`src/rtl/octo_alu_pkg.sv`:
```
package octo_alu_pkg;

    localparam int FN_W   = 3;
    localparam int FLAG_W = 4;

    typedef enum logic [FN_W-1:0] {
        FN_ADD  = 3'b000,
        FN_SUB  = 3'b001,
        FN_AND  = 3'b010,
        FN_XOR  = 3'b011,
        FN_NAND = 3'b100,
        FN_XNOR = 3'b101,
        FN_OR   = 3'b110,
        FN_NOR  = 3'b111
    } alu_fn_e;

    typedef enum logic [1:0] {
        BASE_AND = 2'd0,
        BASE_XOR = 2'd1,
        BASE_OR  = 2'd2
    } bit_base_e;

    typedef struct packed {
        logic zero;
        logic neg;
        logic carry;
        logic ovf;
    } alu_flags_t;

    function automatic logic fn_is_arith(alu_fn_e fn);
        return (fn == FN_ADD) || (fn == FN_SUB);
    endfunction

    function automatic logic fn_inverts(alu_fn_e fn);
        return (fn == FN_NAND) || (fn == FN_XNOR) || (fn == FN_NOR);
    endfunction

    function automatic bit_base_e fn_base(alu_fn_e fn);
        bit_base_e b;
        case (fn)
            FN_AND, FN_NAND: b = BASE_AND;
            FN_XOR, FN_XNOR: b = BASE_XOR;
            default:         b = BASE_OR;
        endcase
        return b;
    endfunction

endpackage

```
`src/rtl/octo_alu_adder.sv`:
```
module octo_alu_adder #(
    parameter int WIDTH = 16
) (
    input  logic [WIDTH-1:0] a_i,
    input  logic [WIDTH-1:0] b_i,
    input  logic             sub_i,
    output logic [WIDTH-1:0] sum_o,
    output logic             carry_o,
    output logic             ovf_o
);
    localparam int MSB = WIDTH - 1;

    logic [WIDTH-1:0] b_eff;
    logic [WIDTH:0]   wide_sum;

    always_comb begin
        b_eff    = sub_i ? ~b_i : b_i;
        wide_sum = {1'b0, a_i} + {1'b0, b_eff} + {{WIDTH{1'b0}}, sub_i};
        sum_o    = wide_sum[WIDTH-1:0];
        carry_o  = wide_sum[WIDTH];
        ovf_o    = (a_i[MSB] == b_eff[MSB]) && (wide_sum[MSB] != a_i[MSB]);
    end

    always_comb begin
        if (sub_i) begin
            assert_sub_carry_R7: assert (carry_o == (a_i >= b_i))
                else $error("subtract carry disagrees with unsigned compare");
        end else begin
            assert_add_carry_R7: assert (carry_o == (sum_o < a_i))
                else $error("add carry disagrees with wraparound");
        end
        if (ovf_o) begin
            assert_ovf_sign_R8: assert (sum_o[MSB] != a_i[MSB])
                else $error("overflow without sign change");
        end
    end
endmodule

```
`src/rtl/octo_alu_bitwise.sv`:
```
module octo_alu_bitwise
    import octo_alu_pkg::*;
#(
    parameter int WIDTH = 16
) (
    input  logic [WIDTH-1:0] a_i,
    input  logic [WIDTH-1:0] b_i,
    input  alu_fn_e          fn_i,
    output logic [WIDTH-1:0] res_o
);
    bit_base_e base;
    logic      inv;

    assign base = fn_base(fn_i);
    assign inv  = fn_inverts(fn_i);

    for (genvar i = 0; i < WIDTH; i++) begin : g_bit
        logic raw;
        always_comb begin
            case (base)
                BASE_AND: raw = a_i[i] & b_i[i];
                BASE_XOR: raw = a_i[i] ^ b_i[i];
                default:  raw = a_i[i] | b_i[i];
            endcase
        end
        assign res_o[i] = raw ^ inv;
    end

    always_comb begin
        if (fn_i == FN_XNOR) begin
            assert_xnor_parity_R4: assert ((res_o ^ a_i ^ b_i) == {WIDTH{1'b1}})
                else $error("XNOR result parity wrong");
        end
        if (fn_i == FN_NOR) begin
            assert_nor_disjoint_R4: assert ((res_o & (a_i | b_i)) == '0)
                else $error("NOR result overlaps operand ones");
        end
        if (fn_i == FN_AND) begin
            assert_and_subset_R3: assert ((res_o & ~a_i) == '0)
                else $error("AND result not a subset of A");
        end
    end
endmodule

```
`src/rtl/octo_alu_flags.sv`:
```
module octo_alu_flags
    import octo_alu_pkg::*;
#(
    parameter int WIDTH = 16
) (
    input  logic [WIDTH-1:0] res_i,
    input  logic             arith_i,
    input  logic             carry_i,
    input  logic             ovf_i,
    output alu_flags_t       flags_o
);
    always_comb begin
        flags_o.zero  = ~|res_i;
        flags_o.neg   = res_i[WIDTH-1];
        flags_o.carry = arith_i & carry_i;
        flags_o.ovf   = arith_i & ovf_i;
    end
endmodule

```
`src/rtl/octo_alu.sv`:
```
module octo_alu
    import octo_alu_pkg::*;
#(
    parameter int WIDTH = 16
) (
    input  logic [WIDTH-1:0]  op_a,
    input  logic [WIDTH-1:0]  op_b,
    input  logic [FN_W-1:0]   fn_sel,
    output logic [WIDTH-1:0]  result,
    output logic [FLAG_W-1:0] flags
);
    alu_fn_e          fn;
    logic             arith;
    logic [WIDTH-1:0] sum;
    logic [WIDTH-1:0] bits;
    logic             add_carry;
    logic             add_ovf;
    alu_flags_t       fl;

    assign fn    = alu_fn_e'(fn_sel);
    assign arith = fn_is_arith(fn);

    octo_alu_adder #(.WIDTH(WIDTH)) u_adder (
        .a_i     (op_a),
        .b_i     (op_b),
        .sub_i   (fn == FN_SUB),
        .sum_o   (sum),
        .carry_o (add_carry),
        .ovf_o   (add_ovf)
    );

    octo_alu_bitwise #(.WIDTH(WIDTH)) u_bitwise (
        .a_i   (op_a),
        .b_i   (op_b),
        .fn_i  (fn),
        .res_o (bits)
    );

    assign result = arith ? sum : bits;

    octo_alu_flags #(.WIDTH(WIDTH)) u_flags (
        .res_i   (result),
        .arith_i (arith),
        .carry_i (add_carry),
        .ovf_i   (add_ovf),
        .flags_o (fl)
    );

    assign flags = fl;

    always_comb begin
        assert_zero_flag_R5: assert (flags[3] == (result == '0))
            else $error("zero flag mismatch");
        assert_neg_flag_R6: assert (flags[2] == result[WIDTH-1])
            else $error("negative flag mismatch");
        if (!arith) begin
            assert_logic_no_carry_R7: assert (flags[1] == 1'b0)
                else $error("carry set on bitwise function");
            assert_logic_no_overflow_R8: assert (flags[0] == 1'b0)
                else $error("overflow set on bitwise function");
        end
    end
endmodule

```
`config.mk`:
```
export PLATFORM = sky130hd
export DESIGN_NAME = octo_alu
export DESIGN_NICKNAME = d
export VERILOG_FILES = /design/src/rtl/octo_alu_pkg.sv /design/src/rtl/octo_alu_adder.sv /design/src/rtl/octo_alu_bitwise.sv /design/src/rtl/octo_alu_flags.sv /design/src/rtl/octo_alu.sv
export SDC_FILE = /design/constraint.sdc
export NUM_CORES = 1
export LEC_CHECK = 0
export ABC_CLOCK_PERIOD_IN_PS = 3000
export BUFFER_PORTS_ARGS = -buffer_cell sky130_fd_sc_hd__buf_4
export CAP_MARGIN = 20
export CORE_UTILIZATION = 47
export DETAILED_ROUTE_END_ITERATION = 10
export GPL_TIMING_DRIVEN = 0
export PLACE_DENSITY_LB_ADDON = 0.2
export SKIP_LAST_GASP = 1
export SLEW_MARGIN = 25
export SYNTH_ARGS = -nofsm -noshare
export SYNTH_HDL_FRONTEND = slang
export SYNTH_HIERARCHICAL = 1
export SYNTH_SLANG_ARGS = --single-unit
```
`constraint.sdc`:
```
create_clock -name vclk -period 3
set_input_delay 0.15 -clock vclk [all_inputs]
set_output_delay 0.15 -clock vclk [all_outputs]
set_load 0.03 [all_outputs]
```
==> results of run 1 <==
==> repair_timing <==
action,CTS,global route
hold buffers,0,0
buffers inserted,21,6
gates resized for setup,27,20
pin swaps,18,17
setup endpoints to repair,15,10
==> placed cells by master (no fill, tap or decap), types with 3 or more instances in the layout <==
| cell type | n |
|---|---|
| sky130_fd_sc_hd__buf_6 | 13 |
| sky130_fd_sc_hd__and2_4 | 3 |
| sky130_fd_sc_hd__o21ai_1 | 21 |
| sky130_fd_sc_hd__nand3_1 | 11 |
| sky130_fd_sc_hd__and3_1 | 8 |
| sky130_fd_sc_hd__and2_1 | 4 |
| sky130_fd_sc_hd__xor2_2 | 3 |
| sky130_fd_sc_hd__o21ai_0 | 9 |
| sky130_fd_sc_hd__nand2_1 | 33 |
| sky130_fd_sc_hd__nand2b_1 | 12 |
| sky130_fd_sc_hd__buf_4 | 74 |
| sky130_fd_sc_hd__xnor2_1 | 9 |
| sky130_fd_sc_hd__o211ai_2 | 7 |
| sky130_fd_sc_hd__a211oi_1 | 13 |
| sky130_fd_sc_hd__nor2b_1 | 5 |
| sky130_fd_sc_hd__buf_2 | 5 |
| sky130_fd_sc_hd__inv_1 | 41 |
| sky130_fd_sc_hd__mux2_1 | 7 |
| sky130_fd_sc_hd__mux2_2 | 7 |
| sky130_fd_sc_hd__mux2_4 | 12 |
| sky130_fd_sc_hd__a21oi_1 | 14 |
| sky130_fd_sc_hd__o21a_1 | 3 |
| sky130_fd_sc_hd__a21oi_2 | 6 |
| sky130_fd_sc_hd__o211ai_1 | 10 |
| sky130_fd_sc_hd__ha_1 | 47 |
| sky130_fd_sc_hd__xor2_1 | 18 |
| sky130_fd_sc_hd__nor3b_1 | 3 |
| sky130_fd_sc_hd__clkbuf_1 | 4 |
==> path summary, 6_finish.rpt <==
check,start,to,slack (ns),cells after the start
setup / recovery,fn_sel[1],flags[3],-0.39,17
hold / removal,op_a[0],result[0],0.87,4
==> Yosys cell counts, drive strengths merged, types with 2 or more instances <==
cell and n:
xnor2 9, nor2 3, buf 16, nor4 4, inv 43, nand2 33, o21ai 30, or2 2
nor3 2, and3 8, and2 7, a211oi 14, xor2 21, a21oi 20, nand2b 12, nor2b 6
nor3b 3, ha 48, o21a 3, nand3 12, a21o 2, o211ai 17, mux2 26, clkbuf 4
==> per-layer routing <==
layer	up-vias	GRT usage	share of wire	routed length, um
met3	4	0.005882	0.041	319
met2	78	0.4717	0.50	3827
met5	-	0	0	0
met4	0	0.02264	0.0073	56
li1	1404	-	-	-
met1	1324	0.3238	0.46	3514
==> final cells by class <==
class                      instances  area (um2)
fill                             509        1889
inverter                          43       161.4
multi-input combinational        295        2570
tap                               72       90.09
buffer                            18       135.1
timing repair buffer              82       660.6
==> power groups by stage <==
| stage | combinational (W) | sequential [W] | clock, W |
|---|---|---|---|
| after floorplan | 0.000548 | 0 | 0 |
| after global placement | 0.000760 | 0 | 0 |
| after detailed placement | 0.000770 | 0 | 0 |
| after CTS | 0.000861 | 0 | 0 |
| after global routing | 0.000988 | 0 | 0 |
| final | 0.000917 | 0 | 0 |
==> stage by stage <==
stage / setup TNS (ns) / hold WS, ns / total power [W]
after global placement: -6.109 / 0.8377 / 0.0007601
after CTS: -1.487 / 0.8601 / 0.0008609
after floorplan: -0.3893 / 0.5995 / 0.0005485
after detailed placement: -6.334 / 0.8480 / 0.0007696
after global routing: -1.310 / 0.8997 / 0.0009883
final: -0.7824 / 0.8739 / 0.0009175
==> cell families after synthesis <==
group / after synthesis
AND/OR/NAND/NOR: 96
XOR/XNOR: 30
multiplexers: 26
AO/OA/AOI/OAI: 94
buffers and inverters: 63
adder cells (fa/ha/maj): 49
==> results summary, run 1 <==
The number of cell rows is 27. The placed instances occupy a cell area of 0.003221 mm2. Entering global routing, the biggest net connects 11 pins. After synthesis, the mean cell area works out to 7.546 um2.

The first-pass iteration count of the detailed router came out at 4. The number of hold violations in the final report came out at 0. The number of antenna violations at the first check in global routing is 0. The number of global-route vias before repair was 2,663. The count of buffers from port buffering came out at 55. Detailed placement ended at an HPWL of 5.806 mm.

The relative slew slack is 0.6118. Yosys attributes the largest share of cell area to sky130_fd_sc_hd__ha_1 (22%), sky130_fd_sc_hd__xor2_1 (6.8%), sky130_fd_sc_hd__inv_1 (5.8%), sky130_fd_sc_hd__mux2_4 (5.0%), sky130_fd_sc_hd__nand2_1 (4.6%). The total placed cells including tap cells came out at 485.

The tightest min-delay check is of the in -> out type. The die area came out at 0.006054 mm2. The sort of element at the end of the critical path is an output pin.

The largest fanout of any net on the critical path came out at 7. The post-synthesis net count came out at 442. The mapped netlist covers 0.002701 mm2. The post-synthesis xor/xnor area fraction is 0.09727.

The flow ran to the end, but the final reports show violations. The area share of the largest cell type after synthesis is 0.2223. STA classifies the critical path startpoint as a primary input. Using the TritonRoute via totals, the vias-per-cell ratio works out to 5.510. Of the total power, the share spent switching nets is 0.5232. The largest individual stage delay along the critical path comes from the cell sky130_fd_sc_hd__nor4_4. The simple-gate share of the synthesized area came out at 0.1941. The final instance area came out at 0.003617 mm2. The count of yosys warnings during synthesis is 6. In the final design database the tool counted 524 nets. The antenna diode count is 0.

The area growth from synthesis to layout is 33.90%. The overall overflow remaining after global route came out at 0. The die span in y came out at 77.81 um. Dividing the detail-routed wire length by the instance count gives 15.13 um. The starting utilization of the core area came out at 0.4906.

The synthesized instance count came out at 358. The post-route DRC violation count came out at 0. The floorplan core area came out at 0.005507 mm2. The share of the core filled with cells came out at 0.6569. The total global-route track usage is 0.2503. The cell class contributing the biggest share of worst-path delay is simple AND/OR/NAND/NOR gates.

The post-route clock period utilization is 1.130. Walking the worst path, the cells encountered are buf_8 -> nor2_4 -> and2_4 -> buf_12 -> xor2_2 -> ha_1 -> buf_4 -> buf_4 -> nand3_4 -> a31oi_4 -> nand4_4 -> a41oi_4 -> xor2_1 -> mux2_4 -> nor4_4 -> and4_4 -> buf_6. The checks that failed: negative setup slack. The count of nets left with antenna violations once routing finished came out at 0. The die width is 77.81 um. Of the total synthesized cell area, the portion taken by full adders, half adders and majority gates is 0.2297. The filler-free cell count of the finished design is 510. The final-report setup violation count is 4. Counting I/O delays and the setup requirement, the final critical path takes 3.389 ns. The biggest area contributor in the post-synthesis netlist is sky130_fd_sc_hd__ha_1. The part of the power in registers came out at 0. The most common cell type on the critical path is sky130_fd_sc_hd__buf_4. The total number of vias is 2,810.

The initial detailed-routing violation count came out at 184. The number of top-level design ports came out at 55. The share of the Yosys chip area taken by registers is 0. In the final layout, flip-flops and latches occupy 0 um2. The max-slew violation total from the final report came to 0. STA puts the critical path data arrival time at 3.24 ns. The maximum single-stage delay on the critical path is 0.33 ns. The tool flagged a number of max-cap violations equal to 0. The slew of the pin with the lowest slew margin came out at 0.5822 ns. The minimum setup slack after placement is -1.267 ns. For this design the total switching power over the nets is 0.0004800 W. The share of total power dissipated in combinational logic is 1.000.

The critical setup path kind is in -> out. Sequential cells placed in the final layout were counted as 0. The main combinational cell family by area after synthesis is compound AO/OA/AOI/OAI gates.

The layout cell share with drive strength beyond 1 is 0.3516. The critical path buffer and inverter count is 5. The fmax is 295.1 MHz.

The leakage power total came out at 1.780 nW. Of the total power, the clock network draws 0. The global placer's final weighted congestion is 0.8535. Data on the critical path is required at its endpoint by 2.85 ns. After layout, the clock buffer instance count stands at 0.

After layout, the worst setup slack is -0.3889 ns. The synthesized-area fraction occupied by ao, oa, aoi and oai cells was 0.2436. The cell-internal power came out at 0.0004374 W. Setup repair after global routing could not meet its margin everywhere.

Across the VDD grid, the largest voltage drop is 0.1586 mV. Of the post-synthesis cell area, the part taken by muxes is 0.1209. The total length of routed wires is 7.718 mm. The global-route wire length before repair is 12.41 mm. The number of different library cells used by synthesis comes to 53.

The power density over the cells came out at 253.6 mW/mm2.
(Power assumes the default switching activity.)
==> inputs of run 2 (changes only) <==
--- a/config.mk
+++ b/config.mk
@@ -6,10 +6,10 @@
 export NUM_CORES = 1
 export LEC_CHECK = 0
 export ABC_CLOCK_PERIOD_IN_PS = 3000
-export BUFFER_PORTS_ARGS = -buffer_cell sky130_fd_sc_hd__buf_4
 export CAP_MARGIN = 20
 export CORE_UTILIZATION = 47
 export DETAILED_ROUTE_END_ITERATION = 10
+export DONT_BUFFER_PORTS = 1
 export GPL_TIMING_DRIVEN = 0
 export PLACE_DENSITY_LB_ADDON = 0.2
 export SKIP_LAST_GASP = 1
==> results summary, run 2 (synthesis results as in run 1) <==
The run finished, with violations left. The final reports fail on negative setup slack. The antenna violation net count after detailed routing is 0. In this run the core area contains 27 standard-cell rows.

The total number of vias is 2,520. The overall overflow remaining after global route came out at 0. Across the VDD grid, the largest voltage drop is 0.1239 mV.

The worst pin sits at a relative slew slack of 0.5947. The worst hold path class is in -> out. The max-slew violation total from the final report is 0.

In this run the static leakage power is 1.453 nW. The count of sequential standard cells came out at 0. In the layout the commonest cells are sky130_fd_sc_hd__ha_1 (48), sky130_fd_sc_hd__inv_1 (42), sky130_fd_sc_hd__nand2_1 (33), sky130_fd_sc_hd__buf_4 (20), sky130_fd_sc_hd__o21ai_1 (20). The number of hold violations in the final report is 0. On the final layout, the worst hold slack is 0.6802 ns. The total area inside the core boundary comes to 0.005507 mm2. The fill cell total of the finished layout is 547.

The die width came out at 77.81 um. The number of gates on the worst path with buffers counted is 14. Dividing total power by cell area gives a power density of 244.4 mW/mm2.

The final layout net count came out at 459. The hold path depth came out at 3. The signal on the critical path passes through nor2_4 -> and2_4 -> buf_12 -> xor2_2 -> ha_1 -> nor2b_4 -> o311ai_2 -> nand2_1 -> a41o_4 -> o2bb2ai_4 -> xnor2_2 -> mux2_4 -> nor4_4 -> and4_4. The minimum setup slack after placement is -1.188 ns. Wires add up to 7.526 mm. The count of buffers from port buffering came out at 0. The global placer's final weighted congestion is 0.8977.

Summing all flip-flop and latch instances after layout gives 0 um2. The critical path is of the in -> out type. For this run, design rule violations remaining after detail routing come to 0. Of all nets on the critical path, the largest fanout is 6.

The library cell used most frequently in the layout, excluding fill and tap cells, is sky130_fd_sc_hd__ha_1. The die span in y is 77.81 um. The minimum period implied by the final worst setup slack is 3.436 ns.

The maximum single-stage delay on the critical path came out at 0.38 ns. The initial utilization of the core area, before any placement, comes to 0.4906. The antenna diode count is 0.

The number of clock buffer instances in the layout is 0. The number of violations of the max-capacitance limit is 0. The number of global-route vias before repair was 2,563.

The post-route clock period utilization came out at 1.145. The first-pass iteration count of the detailed router is 4. Detailed placement ended at an HPWL of 5.798 mm. STA classifies the critical path startpoint as a primary input. The number of antenna violations at the first check in global routing came out at 0. The cell type of the slowest stage on the worst timing path is sky130_fd_sc_hd__nor4_4. Setup repair after global routing could not meet its margin everywhere. The slew of the pin with the lowest slew margin came out at 0.6079 ns. The required time of the worst setup path is 2.85 ns. The cell class contributing the biggest share of worst-path delay is simple AND/OR/NAND/NOR gates. The total global-route track usage came out at 0.2472.

The pin count of the biggest net entering global routing came out at 11. The critical path buffer and inverter count is 1. The sort of element at the end of the critical path is an output pin.

The final-report setup violation count is 1. The global-route wire length before repair came out at 12.06 mm. The area growth from synthesis to layout is 11.72%. The final routed wire length divided by cell count came out at 16.91 um. The post-route worst setup slack came out at -0.4363 ns. The layout cell share with drive strength beyond 1 came out at 0.2118. The die area came out at 0.006054 mm2. The post-detailed-route via-to-cell ratio came out at 5.663.

The number of top-level design ports is 55. STA puts the critical path data arrival time at 3.29 ns. Static timing analysis puts the maximum clock frequency at 291.0 MHz.

The initial detailed-routing violation count came out at 114.
[run 2: cell types whose count changed in the layout (fill, tap and decap cells not counted), moves of 2 or more]
cell                      delta
sky130_fd_sc_hd__nor4_2      -2
sky130_fd_sc_hd__buf_4      -54
sky130_fd_sc_hd__buf_8       -2
sky130_fd_sc_hd__a21oi_1     +4
sky130_fd_sc_hd__a21oi_2     -4
sky130_fd_sc_hd__buf_6       -9
[run 2: stage by stage]
step	std cells	util	instance area, um2	setup TNS [ns]	power (W)
2_1_floorplan	358	-	2718	-0.3893	0.0005485
3_3_place_gp	430	0.5099	2808	-3.171	0.0006475
3_5_place_dp	430	0.5099	2808	-3.256	0.0006551
4_1_cts	441	0.5315	2927	-0.4523	0.0007001
5_1_grt	445	0.5481	3018	-0.6843	0.0007983
6_report	445	0.5481	3018	-0.4363	0.0007374
[run 2: final timing paths]
path | start | to
setup / recovery | fn_sel[1] | flags[3]
hold / removal | op_a[15] | flags[0]
[run 2: layout make-up]
class,count,area [um2],share of cell area
Tap cell,72,90.09,0.02985
Multi-Input combinational cell,295,2507,0.8308
Timing Repair Buffer,17,127.6,0.04229
Inverter,43,161.4,0.05348
Buffer,18,131.4,0.04353
[run 2: repair_timing]
action                     CTS  global route
pin swaps                   13            14
buffers inserted            12             5
setup endpoints to repair   12             3
gates resized for setup      9            12
hold buffers                 0             0
[run 2: per-layer routing]
layer / track usage / up-vias / wire length [um]
met5: 0 / - / 0
met4: 0.03585 / 0 / 32
met3: 0.04118 / 4 / 453
met2: 0.4699 / 63 / 3746
met1: 0.2907 / 1165 / 3294
li1: - / 1288 / -
[run 2: where the power goes]
part | leakage, nW | internal [W] | switching (W)
sequential | 0 | 0 | 0
clock | 0 | 0 | 0
combinational | 1.45 | 0.000312 | 0.000426
==> inputs of run 3 (changes only) <==
==> constraint.sdc (replaced) <==
create_clock -name vclk -period 3
set_input_delay 0.6 -clock vclk [all_inputs]
set_output_delay 0.6 -clock vclk [all_outputs]
set_load 0.03 [all_outputs]
==> results summary, run 3 (synthesis results as in run 1) <==
The largest fanout of any net on the critical path came out at 4. The count of buffers from port buffering came out at 0. The final reports fail on negative setup slack.

The run finished, with violations left. The count of sequential standard cells is 0. The floorplan core area came out at 0.005507 mm2. Data arrives at the worst endpoint at 3.51 ns. The number of clock buffer instances in the layout is 0. After layout, the minimum clock period comes to 4.107 ns.

The number of global-route vias before repair came out at 2,578. The number of hold buffers added after cts came out at 0. The number of antenna diodes in the final layout is 0.

The number of top-level design ports is 55. The area occupied by registers is 0 um2. In the layout the commonest cells are sky130_fd_sc_hd__ha_1 (45), sky130_fd_sc_hd__inv_1 (41), sky130_fd_sc_hd__nand2_1 (32), sky130_fd_sc_hd__buf_4 (20), sky130_fd_sc_hd__o21ai_1 (19). The overall overflow remaining after global route is 0. The layout cell share with drive strength beyond 1 came out at 0.3073. The final routed wire length divided by cell count is 17.23 um.

The antenna violation net count after detailed routing is 0. The pin count of the biggest net entering global routing is 11. The final-report setup violation count is 17. The tightest min-delay check is of the in -> out type. The detailed-placement wirelength estimate came out at 5.678 mm. The fmax is 243.5 MHz. Compared with the post-synthesis result, the final layout area differs by 24.46%. The post-route DRC violation count is 0.

The number of antenna violations at the first check in global routing came out at 0. The number of hold violations in the final report came to 0. The total number of vias is 2,643. The required time of the worst setup path is 2.40 ns.

met2 is the most crowded layer. The die area is 0.006054 mm2. The post-detailed-route via-to-cell ratio is 5.796. The worst setup path is launched from a primary input. STA classifies the critical path endpoint as an output pin.

For this run, the detailed router's first-pass iteration total came to 4. The max-slew violation total from the final report is 0. The leakage power total came out at 1.569 nW. The critical setup path kind is in -> out.

The final layout contains 470 nets. The routing usage on met1 is 0.3150. The fill cell total of the finished layout came out at 478. The worst pin sits at a relative slew slack of 0.6158. The met2 track utilization from global routing came out at 0.4717.

For the pin with the worst max-slew slack, the measured transition is 0.5764 ns. The total length of routed wires came out at 7.857 mm. The starting utilization of the core area came out at 0.4906.

The overall power after layout came out at 0.0008542 W. The met3 track demand over resource in global routing is 0.02941. The post-route worst setup slack is -1.107 ns. The post-route clock period utilization came out at 1.369. The die is 77.81 um wide. The number of cell rows came out at 27. The global-route wire length before repair came out at 12.35 mm. The congestion estimate from routability-driven global placement came to 0.8076. The detailed router finished its first iteration with 163 violations. The power density over the cells is 254.1 mW/mm2. Final hold analysis gives a worst-case slack of 1.602 ns. The most common cell after layout, fill and taps aside is sky130_fd_sc_hd__ha_1. Max-cap violations in this run came to 0.

Setup repair after global routing could not meet its margin everywhere. The maximum resistive drop on vdd came out at 0.1259 mV. The total global-route track usage came out at 0.2541. The die span in y is 77.81 um.
==> run 3: power by group <==
group          switching, W  total [W]  internal (W)
sequential                0          0             0
combinational      0.000472   0.000854      0.000382
clock                     0          0             0
==> run 3: timing repair <==
item / 4_1_cts / 5_1_grt
endpoints found under the setup margin: 19 / 18
gates resized for setup: 29 / 38
pin swaps: 22 / 30
setup buffers: 23 / 7
==> run 3: worst max-delay path, cell delays in order <==
cell	delay, ns
sky130_fd_sc_hd__nor2_4	0.14
sky130_fd_sc_hd__and2_4	0.22
sky130_fd_sc_hd__buf_12	0.12
sky130_fd_sc_hd__xor2_4	0.15
sky130_fd_sc_hd__inv_2	0.05
sky130_fd_sc_hd__fa_2	0.39
sky130_fd_sc_hd__nor2b_4	0.14
sky130_fd_sc_hd__o311ai_2	0.09
sky130_fd_sc_hd__nand2_1	0.15
sky130_fd_sc_hd__a41o_4	0.28
sky130_fd_sc_hd__o2bb2ai_4	0.07
sky130_fd_sc_hd__xnor2_1	0.12
sky130_fd_sc_hd__mux2_4	0.33
sky130_fd_sc_hd__nor4_4	0.28
sky130_fd_sc_hd__and4_4	0.33
==> run 3: layout make-up <==
class / instances / area, um2 / share of cell area
well taps: 72 / 90.09 / 0.02680
inverters: 43 / 161.4 / 0.04801
multi-input cells: 295 / 2719 / 0.8087
plain buffers: 18 / 135.1 / 0.04019
repair buffers: 28 / 256.5 / 0.07629
==> run 3: worst paths after layout <==
path | startpoint | to | slack [ns] | cells past startpoint
max | fn_sel[1] | flags[3] | -1.11 | 15
min | op_b[0] | result[0] | 1.60 | 2
==> run 3: through the flow <==
stage | std cells | setup TNS, ns | util | instance area [um2] | setup WS [ns]
floorplan | 358 | -10.04 | - | 2738 | -1.269
global placement | 430 | -17.87 | 0.5135 | 2828 | -2.003
detailed placement | 430 | -17.72 | 0.5135 | 2828 | -1.915
CTS | 452 | -9.290 | 0.5708 | 3143 | -1.246
global route | 456 | -9.300 | 0.6105 | 3362 | -1.185
finish | 456 | -7.917 | 0.6105 | 3362 | -1.107
==> run 3: layer usage <==
metal / wire length (um) / vias up
met5: 0 / -
met4: 159 / 0
met3: 418 / 16
met2: 4056 / 80
met1: 3222 / 1249
li1: - / 1298
